`src/rtl/dtimer_pkg.sv`:
```
`timescale 1ns/1ps
package dtimer_pkg;
  // Control word bit positions
  localparam int unsigned CB_EN = 0;
  localparam int unsigned CB_RS = 1;
  localparam int unsigned CB_LD = 2;
  localparam int unsigned CB_IE = 3;
  localparam int unsigned CB_PD = 4;
  localparam int unsigned CB_TOP = CB_PD;

  typedef struct packed {
    logic pend;
    logic ie;
    logic rs;
    logic en;
  } ctl_t;
endpackage

```
`src/rtl/dtimer_ctl.sv`:
```
`timescale 1ns/1ps
module dtimer_ctl
  import dtimer_pkg::*;
(
  input  logic            clk,
  input  logic            rst,
  input  logic            wr_ctl,
  input  logic [CB_TOP:0] wbits,
  input  logic            expire,
  output logic            load_cmd,
  output ctl_t            ctl_q
);
  logic armed_q;

  assign load_cmd = wr_ctl & wbits[CB_LD];

  always_ff @(posedge clk) begin
    if (rst) begin
      ctl_q   <= '0;
      armed_q <= 1'b0;
    end else begin
      armed_q <= 1'b1;
      if (wr_ctl) begin
        ctl_q.en   <= wbits[CB_EN];
        ctl_q.rs   <= wbits[CB_RS];
        ctl_q.ie   <= wbits[CB_IE];
        ctl_q.pend <= wbits[CB_PD] ? 1'b0 : ctl_q.pend;
      end else if (expire) begin
        if (ctl_q.ie) ctl_q.pend <= 1'b1;
        if (!ctl_q.rs) ctl_q.en <= 1'b0;
      end
    end
  end

  assert_pend_clear_R7: assert property (@(posedge clk) disable iff (rst || !armed_q)
    $past(wr_ctl && wbits[CB_PD]) |-> !ctl_q.pend);

  assert_pend_keep_R7: assert property (@(posedge clk) disable iff (rst || !armed_q)
    $past(wr_ctl && !wbits[CB_PD]) |-> ctl_q.pend == $past(ctl_q.pend));

  assert_stop_R6: assert property (@(posedge clk) disable iff (rst || !armed_q)
    $past(expire && !ctl_q.rs) |-> !ctl_q.en);

  assert_pend_set_R4: assert property (@(posedge clk) disable iff (rst || !armed_q)
    $past(expire && ctl_q.ie) |-> ctl_q.pend);
endmodule

```
`src/rtl/dtimer_count.sv`:
```
`timescale 1ns/1ps
module dtimer_count #(
  parameter int unsigned W = 32
) (
  input  logic         clk,
  input  logic         rst,
  input  logic         tick,
  input  logic         en,
  input  logic         rs,
  input  logic         wr_cnt,
  input  logic         wr_rld,
  input  logic         wr_ctl,
  input  logic         load_cmd,
  input  logic [W-1:0] wdata,
  output logic [W-1:0] cnt_q,
  output logic [W-1:0] rld_q,
  output logic         expire
);
  localparam logic [W-1:0] ONE = W'(1);

  logic step;
  logic armed_q;

  // Register writes in the same cycle win over a tick.
  assign step   = tick & en & ~wr_cnt & ~wr_ctl;
  assign expire = step & (cnt_q == '0);

  always_ff @(posedge clk) begin
    if (rst) begin
      cnt_q   <= '0;
      armed_q <= 1'b0;
    end else begin
      armed_q <= 1'b1;
      if (wr_cnt)             cnt_q <= wdata;
      else if (load_cmd)      cnt_q <= rld_q;
      else if (expire && rs)  cnt_q <= rld_q;
      else if (step)          cnt_q <= cnt_q - ONE;
    end
  end

  always_ff @(posedge clk) begin
    if (rst)         rld_q <= '0;
    else if (wr_rld) rld_q <= wdata;
  end

  assert_cnt_write_R9: assert property (@(posedge clk) disable iff (rst || !armed_q)
    $past(wr_cnt) |-> cnt_q == $past(wdata));

  assert_idle_hold_R2: assert property (@(posedge clk) disable iff (rst || !armed_q)
    $past(!wr_cnt && !load_cmd && !(tick && en)) |-> cnt_q == $past(cnt_q));

  assert_rld_hold_R10: assert property (@(posedge clk) disable iff (rst || !armed_q)
    $past(!wr_rld) |-> rld_q == $past(rld_q));

  assert_restart_R5: assert property (@(posedge clk) disable iff (rst || !armed_q)
    $past(expire && rs) |-> cnt_q == $past(rld_q));

  assert_load_R8: assert property (@(posedge clk) disable iff (rst || !armed_q)
    $past(load_cmd && !wr_cnt) |-> cnt_q == $past(rld_q));
endmodule

```
`src/rtl/dtimer_irq.sv`:
```
`timescale 1ns/1ps
module dtimer_irq (
  input  logic clk,
  input  logic rst,
  input  logic expire,
  input  logic ie,
  output logic irq_q
);
  logic armed_q;

  always_ff @(posedge clk) begin
    if (rst) begin
      irq_q   <= 1'b0;
      armed_q <= 1'b0;
    end else begin
      armed_q <= 1'b1;
      irq_q   <= expire & ie;
    end
  end

  assert_irq_cause_R4: assert property (@(posedge clk) disable iff (rst || !armed_q)
    irq_q |-> $past(expire));
endmodule

```
`src/rtl/dtimer_channel.sv`:
```
`timescale 1ns/1ps
module dtimer_channel
  import dtimer_pkg::*;
#(
  parameter int unsigned W = 32
) (
  input  logic         clk,
  input  logic         rst,
  input  logic         tick,
  input  logic         wr_cnt,
  input  logic         wr_rld,
  input  logic         wr_ctl,
  input  logic [W-1:0] wdata,
  output logic [W-1:0] cnt_q,
  output logic [W-1:0] rld_q,
  output logic [W-1:0] ctl_q,
  output logic         irq
);
  ctl_t ctl;
  logic load_cmd;
  logic expire;

  dtimer_ctl u_ctl (
    .clk      (clk),
    .rst      (rst),
    .wr_ctl   (wr_ctl),
    .wbits    (wdata[CB_TOP:0]),
    .expire   (expire),
    .load_cmd (load_cmd),
    .ctl_q    (ctl)
  );

  dtimer_count #(.W(W)) u_count (
    .clk      (clk),
    .rst      (rst),
    .tick     (tick),
    .en       (ctl.en),
    .rs       (ctl.rs),
    .wr_cnt   (wr_cnt),
    .wr_rld   (wr_rld),
    .wr_ctl   (wr_ctl),
    .load_cmd (load_cmd),
    .wdata    (wdata),
    .cnt_q    (cnt_q),
    .rld_q    (rld_q),
    .expire   (expire)
  );

  dtimer_irq u_irq (
    .clk    (clk),
    .rst    (rst),
    .expire (expire),
    .ie     (ctl.ie),
    .irq_q  (irq)
  );

  // Read view: only the four stored fields, the rest reads zero.
  always_comb begin
    ctl_q        = '0;
    ctl_q[CB_EN] = ctl.en;
    ctl_q[CB_RS] = ctl.rs;
    ctl_q[CB_IE] = ctl.ie;
    ctl_q[CB_PD] = ctl.pend;
  end

  assert_irq_pend_R4: assert property (@(posedge clk) disable iff (rst)
    irq |-> ctl_q[CB_PD]);
endmodule

```
`config.mk`:
```
export PLATFORM = sky130hd
export DESIGN_NAME = dtimer_channel
export DESIGN_NICKNAME = d
export VERILOG_FILES = /design/src/rtl/dtimer_pkg.sv /design/src/rtl/dtimer_ctl.sv /design/src/rtl/dtimer_count.sv /design/src/rtl/dtimer_irq.sv /design/src/rtl/dtimer_channel.sv
export SDC_FILE = /design/constraint.sdc
export NUM_CORES = 1
export LEC_CHECK = 0
export BUFFER_PORTS_ARGS = -buffer_cell sky130_fd_sc_hd__buf_2
export CAP_MARGIN = 40
export CORE_UTILIZATION = 42
export DETAILED_ROUTE_END_ITERATION = 8
export GPL_ROUTABILITY_DRIVEN = 0
export GPL_TIMING_DRIVEN = 0
export PLACE_DENSITY = 0.71
export SETUP_SLACK_MARGIN = 0.5
export SLEW_MARGIN = 20
export SYNTH_ARGS = -nofsm -noshare
export SYNTH_HDL_FRONTEND = slang
export SYNTH_SLANG_ARGS = --single-unit
```
`constraint.sdc`:
```
create_clock -name clk -period 2.6 [get_ports clk]
set_input_delay 0.13 -clock clk [delete_from_list [all_inputs] [get_ports clk]]
set_output_delay 0.13 -clock clk [all_outputs]
set_load 0.03 [all_outputs]
```
# After elaboration in Yosys (flattened, before gate mapping)
# Cells that the tools add are included.
[word_totals]
register_bits = 69
word_cells = 36
[op_classes]
n_addsub = 1
eq_ne = 2
muxes = 11
bitwise = 8
reduce_logical = 7
[op_table]
columns = ["cell", "count"]
rows = [
  ["two-way mux 32 bit", 4],
  ["logical NOT 32 bit", 1],
  ["subtractor 32 x 1 -> 32 bit, second input constant", 1],
  ["two-way mux 1 bit", 7],
  ["AND 1 bit", 6],
  ["nonzero test 2 bit", 2],
  ["nonzero test 4 bit", 1],
  ["AND reduction 3 bit", 1],
  ["inequality test 2 x 1 -> 1 bit, second input constant", 1],
  ["inequality test 2 bit, second input constant", 1],
  ["NOT 1 bit", 2],
  ["AND reduction 2 bit", 1],
  ["logical AND 1 bit", 1],
]

# Longest topological paths before layout
# Gate-level depths: netlist (run 1).
[logic_depth]
depth_word = 8
mapped_depth = 8
mapped_depth_nobuf = 7

# Hierarchy
# Synthesis (run 1) repeated with hierarchy kept, for this count alone.
[hier_totals]
cells_unflattened = 448
hier_area_um2 = 3784.9
[by_module_without_submodules]
columns = ["module", "n_inst", "cells_per_inst", "area_each_um2", "seq_area_each_um2"]
rows = [
  ["dtimer_count", 1, 400, 3385.7, 1281.2],
  ["dtimer_channel", 1, 29, 214.0, 0.0],
  ["dtimer_ctl", 1, 17, 156.4, 80.1],
  ["dtimer_irq", 1, 2, 28.8, 20.0],
]

# Worst setup path after synthesis (run 1)
# Ideal clock, no wire load.
[synth_timing]
path_kind = "register to register"
startpoint = "reg u_count.cnt_q[16]"
endpoint = "reg u_count.cnt_q[30]"
t_arrival_ns = 2.748
path_slack_ns = -0.234
path_stages_with_launch = 9
path_buffers = 3
synth_period_minus_slack_ns = 2.834
cell_sequence = "dfxtp_1 buf_6 or4_4 buf_6 or4b_4 buf_6 or4_4 xor2_1 a221oi_2"
[synth_between]
elab_chain_cells = 6
elab_cells_between_ends = 9
cone_classes = "add/sub (1); mux (4); bitwise (1); reduce/logical (3)"
[synth_rtl]
columns = ["item", "line_no", "source"]
rows = [
  ["from (decl)", "dtimer_count.sv:15", "output logic [W-1:0] cnt_q,"],
  ["from (signal assigned)", "dtimer_count.sv:34", "if (wr_cnt) cnt_q <= wdata;"],
  ["from (signal assigned)", "dtimer_count.sv:35", "else if (load_cmd) cnt_q <= rld_q;"],
  ["from (signal assigned)", "dtimer_count.sv:36", "else if (expire && rs) cnt_q <= rld_q;"],
  ["branches (longest 6 deep; another with subtractor 32 x 1 -> 32 bit)", "--", ""],
]
# Parallel ways; which one is timed is not known. The select of a mux whose other input is x is not followed.
# A chain may end at the register's enable or synchronous reset.

# Worst setup path in the final report (run 1)
[layout_timing]
startpoint = "reg u_count.cnt_q[19]"
endpoint = "reg u_count.cnt_q[22]"
# The elaborated chain is that of the path after synthesis.

==> metrics.yaml, run 1 <==
outcome:
  run_status: "complete, no violations"
power:
  pwr-share-seq_pct: 40.1
  ir_worst_vdd_uv: 315
  p_sw_share_pct: 37.9
  power.density_nw_per_um2: 535
  p_int_mw: 1.93
  pwr-share-clk_pct: 25.7
  switchingPower_mw: 1.17
  p_leak_nw: 2.57
  p_comb_share_pct: 34.2
min_path:
  hold_path.class: "input pin to register"
  hold_start: "wdata[28]"
  whs_path_depth: 3
  hold_end: "u_count.rld_q[28]"
clocking:
  cts_tree: "done"
  numCtsBuffers: 9
  postCtsHoldBufs: 0
  path_clk_slew_ns: 0.08
  clk_path_buf_depth: 2
  cts.sinks: 69
  cts_max_level: 3
  clk-insertion-delay-late_ns: 0.37
  clockRootBuffer: "clkbuf_8"
die:
  start_util_pct: 43.3
  fp.dieW_um: 99.3
  placementRows: 35
  fp.coreArea_um2: 9200
  die_h_um: 99.3
  io_pins: 135
  dieArea_um2: 9870
cells_and_area:
  layout_common_cells: "buf_2, dfxtp_1, nor2_1, buf_4, mux2i_1"
  postLayoutCellArea_um2: 5790
  final_common_cell: "buf_2"
  area_delta_synth_final_pct: 45.5
  fillers: 784
  post-route-util_pct: 63.0
  n_antenna_cell: 0
  drive_gt1_share_pct: 41.1
  nNetsFinal: 678
critical_path:
  rr_worst_depth: 10
  crit_slowest_cell: "or4_4"
  cp-end-kind: "register"
  start_kind: "register"
  cp.required_ns: 2.83
  cp_slowest_stage_delay_ns: 0.53
  arrival_ns: 2.81
  crit_family: "simple AND/OR/NAND/NOR gates"
  r2r-end: "u_count.cnt_q[22]"
  worst-path-buf-inv: 5
  path_class: "register to register"
  r2r_start: "u_count.cnt_q[19]"
  cp_max_fo: 4
  crit_chain: "or4_4 -> buf_6 -> buf_6 -> buf_6 -> nor4b_4 -> buf_4 -> buf_4 -> nand4_1 -> a211oi_1 -> a211oi_2"
  r2r_slack_ns: 0.02
  path_common_cell: "buf_6"
sta:
  period_minus_slack_ns: 2.58
  fin_crit_sh_pct: 99.4
  finalClockSkew_ns: 0.0150
  worst_slew_pin_slew_ns: 0.973
  slew_viol_final: 0
  worst_slack_ns: 0.0157
  tns_ns: 0
  hold_violations: 0
  grt_setup_unrepaired: "yes"
  fmax_ghz: 0.387
  max_slew_margin_pct: 35.1
  setup_viol: 0
flow_run:
  cap_violations: 0
route:
  totalWireLength_um: 14500
  vias_per_cell: 6.19
  post-route-drc-count: 0
  postRouteAntennaNets: 0
  via_count: 4658
  wire_per_inst_um: 19.3
  drtIter0Drc: 518
  firstDrtPassIters: 8
logic_synthesis:
  synth_seq_cells: 69
  syn_area_per_cell_um2: 8.60
  synth-main-ff-cell: "dfxtp_1"
  synth_area_um2: 3980
  synth_edf_count: 0
  syn_inst: 463
  async_flop_share_pct: 0
  yosys_warnings: 0
  ys_types: 62
  ys_seq_area_share_pct: 34.7
grt:
  grt_start_max_net_pins: 11
  grt_use_total_pct: 28.2
  grt_first_pass_wirelength_um: 21700
  grt_pass1_vias: 4277
  met3_usage_pct: 6.96
  use_met2_pct: 46.3
  grt_overflow_total: 0
  met1_usage_pct: 34.4
  antenna_found_initial: 0
  top_usage_layer: "met2"
place:
  pre_cts_slack_ns: -0.321
  dp_hpwl_um: 9410
  dpl_cell_area_um2: 4780
  io_buffers: 102
[per-stage QoR]
stage | cells | hold slack [ns] | power, mW
after global placement | 703 | 0.385 | 2.09
after global routing | 753 | 0.0350 | 3.21
after detailed placement | 705 | 0.397 | 2.11
after CTS | 747 | 0.0326 | 3.01
final | 753 | 0.0197 | 3.10
after floorplan | 490 | 0.269 | 1.86
[worst reg2reg max path, delay by kind of cell, from the launching register on]
kind | cells | cell delay (ns)
DFF | 1 | 0.35
buffers and inverters | 5 | 0.65
and+or+nand+nor | 3 | 0.94
AOI/OAI and AO/OA | 2 | 0.52
[worst max path at each step]
| stage | startpoint | end | slack, ns | cells past startpoint |
|---|---|---|---|---|
| final | u_count.cnt_q[19] | u_count.cnt_q[22] | 0.02 | 10 |
| after global routing | u_count.cnt_q[16] | u_count.cnt_q[22] | 0.009 | 11 |
| after CTS | u_count.cnt_q[19] | u_count.cnt_q[30] | 0.09 | 7 |
| after detailed placement | u_count.cnt_q[19] | u_count.cnt_q[11] | -0.32 | 7 |
| after global placement | u_count.cnt_q[16] | u_count.cnt_q[11] | -0.22 | 8 |
| after floorplan | u_count.cnt_q[16] | u_count.cnt_q[30] | 0.08 | 8 |
[flip-flops by register name (all words and copies together), names as in the netlist]
register       count
u_count.rld_q     32
u_irq.irq_q        1
u_count.cnt_q     32
u_ctl.ctl_q        4
[logic make-up (layout without fill, tap and decap cells)]
group | Yosys count | count (layout) | share of synthesized area (%)
and+or+nand+nor | 149 | 149 | 19.4
AOI/OAI and AO/OA | 110 | 110 | 20.8
buffers and inverters | 74 | 226 | 10.5
DFF | 69 | 69 | 34.7
muxes | 40 | 40 | 10.1
xor gates and xnor gates | 19 | 19 | 4.18
adders and majority gates | 1 | 1 | 0.314
other | 1 | 28 | 0.0942
[area by class of cell]
cell class              count  area, um^2  area share (%)
clock inverters             2        10.0           0.173
flip-flops and latches     69        1400            24.2
clock buffers              12         155            2.68
inverters                   4        15.0           0.259
plain buffers              70         464            8.02
well taps                 111         139            2.40
multi-input cells         347        2690            46.5
repair buffers            138         915            15.8
[per-layer routing]
metal	routed length, um	share of wire, %
met2	6730	46
met4	701	4.8
met5	0	0
met1	5550	38
met3	1540	11
[power groups by stage]
| stage | clock, mW | combinational [mW] | sequential (mW) |
|---|---|---|---|
| after floorplan | 0 | 0.483 | 1.38 |
| after global placement | 0 | 0.834 | 1.25 |
| after detailed placement | 0 | 0.851 | 1.26 |
| after CTS | 0.795 | 0.983 | 1.24 |
| after global routing | 0.844 | 1.12 | 1.25 |
| final | 0.796 | 1.06 | 1.24 |
[Yosys cell counts, drive strengths merged, types with 4 or more instances]
library cell / count / share of area, %
dfxtp: 69 / 35
nor2: 61 / 5.8
buf: 42 / 7.5
mux2i: 39 / 9.8
clkbuf: 28 / 2.6
a21oi: 20 / 2.5
o221ai: 17 / 3.7
nor4: 15 / 2.5
nand2: 14 / 1.3
nor3: 13 / 1.6
a211oi: 12 / 2.3
a221oi: 12 / 2.8
xor2: 11 / 2.4
nand3: 9 / 1.1
nand4: 9 / 1.4
o21ai: 8 / 1.0
or4: 8 / 1.7
xnor2: 8 / 1.8
a22oi: 5 / 0.94
o211ai: 4 / 0.75
o31ai: 4 / 0.75
[repair_timing]
action                                  4_1_cts  5_1_grt
pin swaps                                    39       15
cloned                                        4        0
buffers inserted                             24        6
endpoints found under the setup margin       35       35
gates resized for setup                      83       25
Power figures use the tool's default switching activity.
==> run 2, diff against run 1 <==
--- a/config.mk
+++ b/config.mk
@@ -12,6 +12,7 @@
 export GPL_ROUTABILITY_DRIVEN = 0
 export GPL_TIMING_DRIVEN = 0
 export PLACE_DENSITY = 0.71
+export REMOVE_ABC_BUFFERS = 1
 export SETUP_SLACK_MARGIN = 0.5
 export SLEW_MARGIN = 20
 export SYNTH_ARGS = -nofsm -noshare
==> run 2 against run 1 <==
  * Critical path depth is 5 lower
  * Sequential share of layout area is 1.6 points higher
  * Final cell count is 7.2% lower
  * Clock skew is 0.0033 ns lower
  * Combinational power is 9% lower
  * Utilization is 3.9 points lower
  * Register-to-register slack better by 0.21 ns
  * Global-route usage is 1.6 points lower
  * Non-clock buffer count is 57 lower
  * Wire length is 9.3% lower
  * Clock-buffer cell count stayed put
==> metrics.yaml, run 2 (synthesis gave the netlist of run 1 again) <==
critical_path:
  crit_chain: "or4_4 -> or4b_4 -> or4_4 -> xor2_2 -> a221oi_2"
  arrival_ns: 2.66  # -0.15 ns
  crit_family: "simple AND/OR/NAND/NOR gates"
  start_kind: "register"
  r2r_slack_ns: 0.23  # +0.21 ns
  critical_path_depth: 5  # -5
  rr_worst_depth: 5  # -5
  crit_slowest_cell: "or4b_4"
  cp_max_fo: 4  # unchanged
  worst-path-buf-inv: 0  # -5
  cp-end-kind: "register"
  path_class: "register to register"
  cp.required_ns: 2.89  # +0.06 ns
  path_common_cell: "or4_4"
  cp_slowest_stage_delay_ns: 0.57  # +0.04 ns
cells_and_area:
  n_antenna_cell: 0  # unchanged
  drive_gt1_share_pct: 39.8  # -1.3 points
  reg.largest.list: "u_count.cnt_q: 32 flops, u_count.rld_q: 32 flops, u_ctl.ctl_q: 4 flops"
  layout_common_cells: "buf_2, dfxtp_1, nor2_1, mux2i_1, conb_1"
  area_delta_synth_final_pct: 36.6
  nNetsFinal: 622  # -8.3%
  final_common_cell: "buf_2"
  post-route-util_pct: 59.1  # -3.9 points
power:
  p_int_mw: 2.01  # +4.3%
  p_sw_share_pct: 36.4  # -1.4 points
  p_leak_nw: 2.39  # -7.0%
  pwr-share-clk_pct: 29.8  # +4.1 points
  switchingPower_mw: 1.15  # -1.9%
  ir_worst_vdd_uv: 354  # +12%
  power.density_nw_per_um2: 582  # +8.6%
  p_comb_share_pct: 30.4  # -3.8 points
  pwr-share-seq_pct: 39.8  # -0.3 points
die:
  start_util_pct: 43.3  # unchanged
  io_pins: 135  # unchanged
  die_h_um: 99.3  # unchanged
  placementRows: 35  # unchanged
  dieArea_um2: 9870  # unchanged
  fp.dieW_um: 99.3  # unchanged
  fp.coreArea_um2: 9200  # unchanged
grt:
  grt_use_total_pct: 26.6  # -1.6 points
  antenna_found_initial: 0  # unchanged
  grt_start_max_net_pins: 32  # +21
  grt_pass1_vias: 4152  # -2.9%
  grt_first_pass_wirelength_um: 20700  # -5.0%
  grt_overflow_total: 0  # unchanged
sta:
  hold_violations: 0  # unchanged
  fmax_ghz: 0.421  # +8.9%
  worst_slew_pin_slew_ns: 0.838  # -0.135 ns
  slew_viol_final: 0  # unchanged
  whs_ns: 0.0197  # +0.0000506 ns
  fin_crit_sh_pct: 91.3  # -8.1 points
  period_minus_slack_ns: 2.37  # -0.211 ns
  grt_setup_unrepaired: "yes"
  setup_viol: 0  # unchanged
  max_slew_margin_pct: 44.2  # +9.0 points
  finalClockSkew_ns: 0.0116  # -0.00333 ns
route:
  vias_per_cell: 6.08  # -1.7%
  postRouteAntennaNets: 0  # unchanged
  wire_per_inst_um: 18.8  # -2.3%
  firstDrtPassIters: 5  # -3
  totalWireLength_um: 13200  # -9.3%
  via_count: 4250  # -8.8%
  drtIter0Drc: 334  # -36%
  post-route-drc-count: 0  # unchanged
clocking:
  clk-insertion-delay-late_ns: 0.36  # about the same
  cts.sinks: 69  # unchanged
  clk_path_buf_depth: 2  # unchanged
  numCtsBuffers: 9  # unchanged
  cts_max_level: 3  # unchanged
  path_clk_slew_ns: 0.08  # about the same
  cts_tree: "done"
  clockRootBuffer: "clkbuf_8"
  postCtsHoldBufs: 0  # unchanged
place:
  dp_hpwl_um: 8200  # -13%
  io_buffers: 106  # +3.9%
min_path:
  whs_path_depth: 3  # unchanged
  hold_path.class: "input pin to register"
outcome:
  run_status: "complete, no violations"
flow_run:
  cap_violations: 0  # unchanged
-- run 2: cell types whose count changed in the layout (fill, tap and decap cells not counted), moves of 3 or more --
| cell | delta |
|---|---|
| buf_4 | -28 |
| clkbuf_1 | -23 |
| buf_1 | -6 |
| buf_6 | +4 |
| a21oi_2 | +3 |
| a21oi_4 | -3 |
| buf_2 | +3 |
-- run 2: timing repair --
action / 4_1_cts / 5_1_grt
pin swaps: 37 / 11
endpoints found under the setup margin: 35 / 34
setup buffers: 30 / 7
cloned: 1 / 0
resized for setup: 71 / 25
-- run 2: final cells by class --
| type | instances | area (um^2) |
|---|---|---|
| clock inverter | 4 | 45.0 |
| clock buffer | 12 | 165 |
| sequential | 69 | 1400 |
| inverter | 4 | 16.3 |
| tap | 111 | 139 |
| fill | 779 | 3760 |
| multi-input combinational | 348 | 2660 |
| timing repair buffer | 151 | 1000 |
-- run 2: path summary, 6_finish.rpt --
path / start / endpoint
worst max register to register: u_count.cnt_q[8] / u_count.cnt_q[30]
worst max-delay path: u_count.cnt_q[8] / u_count.cnt_q[30]
worst min register to register: u_ctl.ctl_q[0] / u_ctl.ctl_q[0]
worst min-delay path: wdata[30] / u_count.rld_q[30]
-- run 2: power groups by stage --
| stage | Sequential (mW) | Clock, mW | Combinational, mW |
|---|---|---|---|
| 2_1_floorplan | 1.39 | 0 | 0.374 |
| 3_3_place_gp | 1.26 | 0 | 0.749 |
| 3_5_place_dp | 1.26 | 0 | 0.780 |
| 4_1_cts | 1.25 | 0.947 | 0.909 |
| 5_1_grt | 1.27 | 1.00 | 1.02 |
| 6_report | 1.26 | 0.942 | 0.962 |
-- run 2: per-layer routing --
layer	GRT usage (%)	wire length [um]	up-vias
li1	-	-	1941
met1	31.5	5240	2006
met2	44.6	6350	261
met3	6.75	1130	42
met4	13.8	445	0
met5	0	0	-
-- run 2: tightest hold or removal path: stages --
cell	delay (ns)
buf_2	0.09
mux2i_1	0.06
nor2_1	0.07
-- run 2: metrics by stage --
step | setup TNS [ns] | cell area (um^2) | setup WS [ns] | std cells | power, mW
detailed placement | -16.17 | 4450 | -0.904 | 644 | 2.04
finish | 0 | 5440 | 0.227 | 699 | 3.16
floorplan | -1.52 | 3680 | -0.142 | 420 | 1.77
CTS | 0 | 5240 | 0.224 | 691 | 3.10
global placement | -25.69 | 4350 | -1.28 | 637 | 2.01
global route | 0 | 5440 | 0.172 | 699 | 3.29
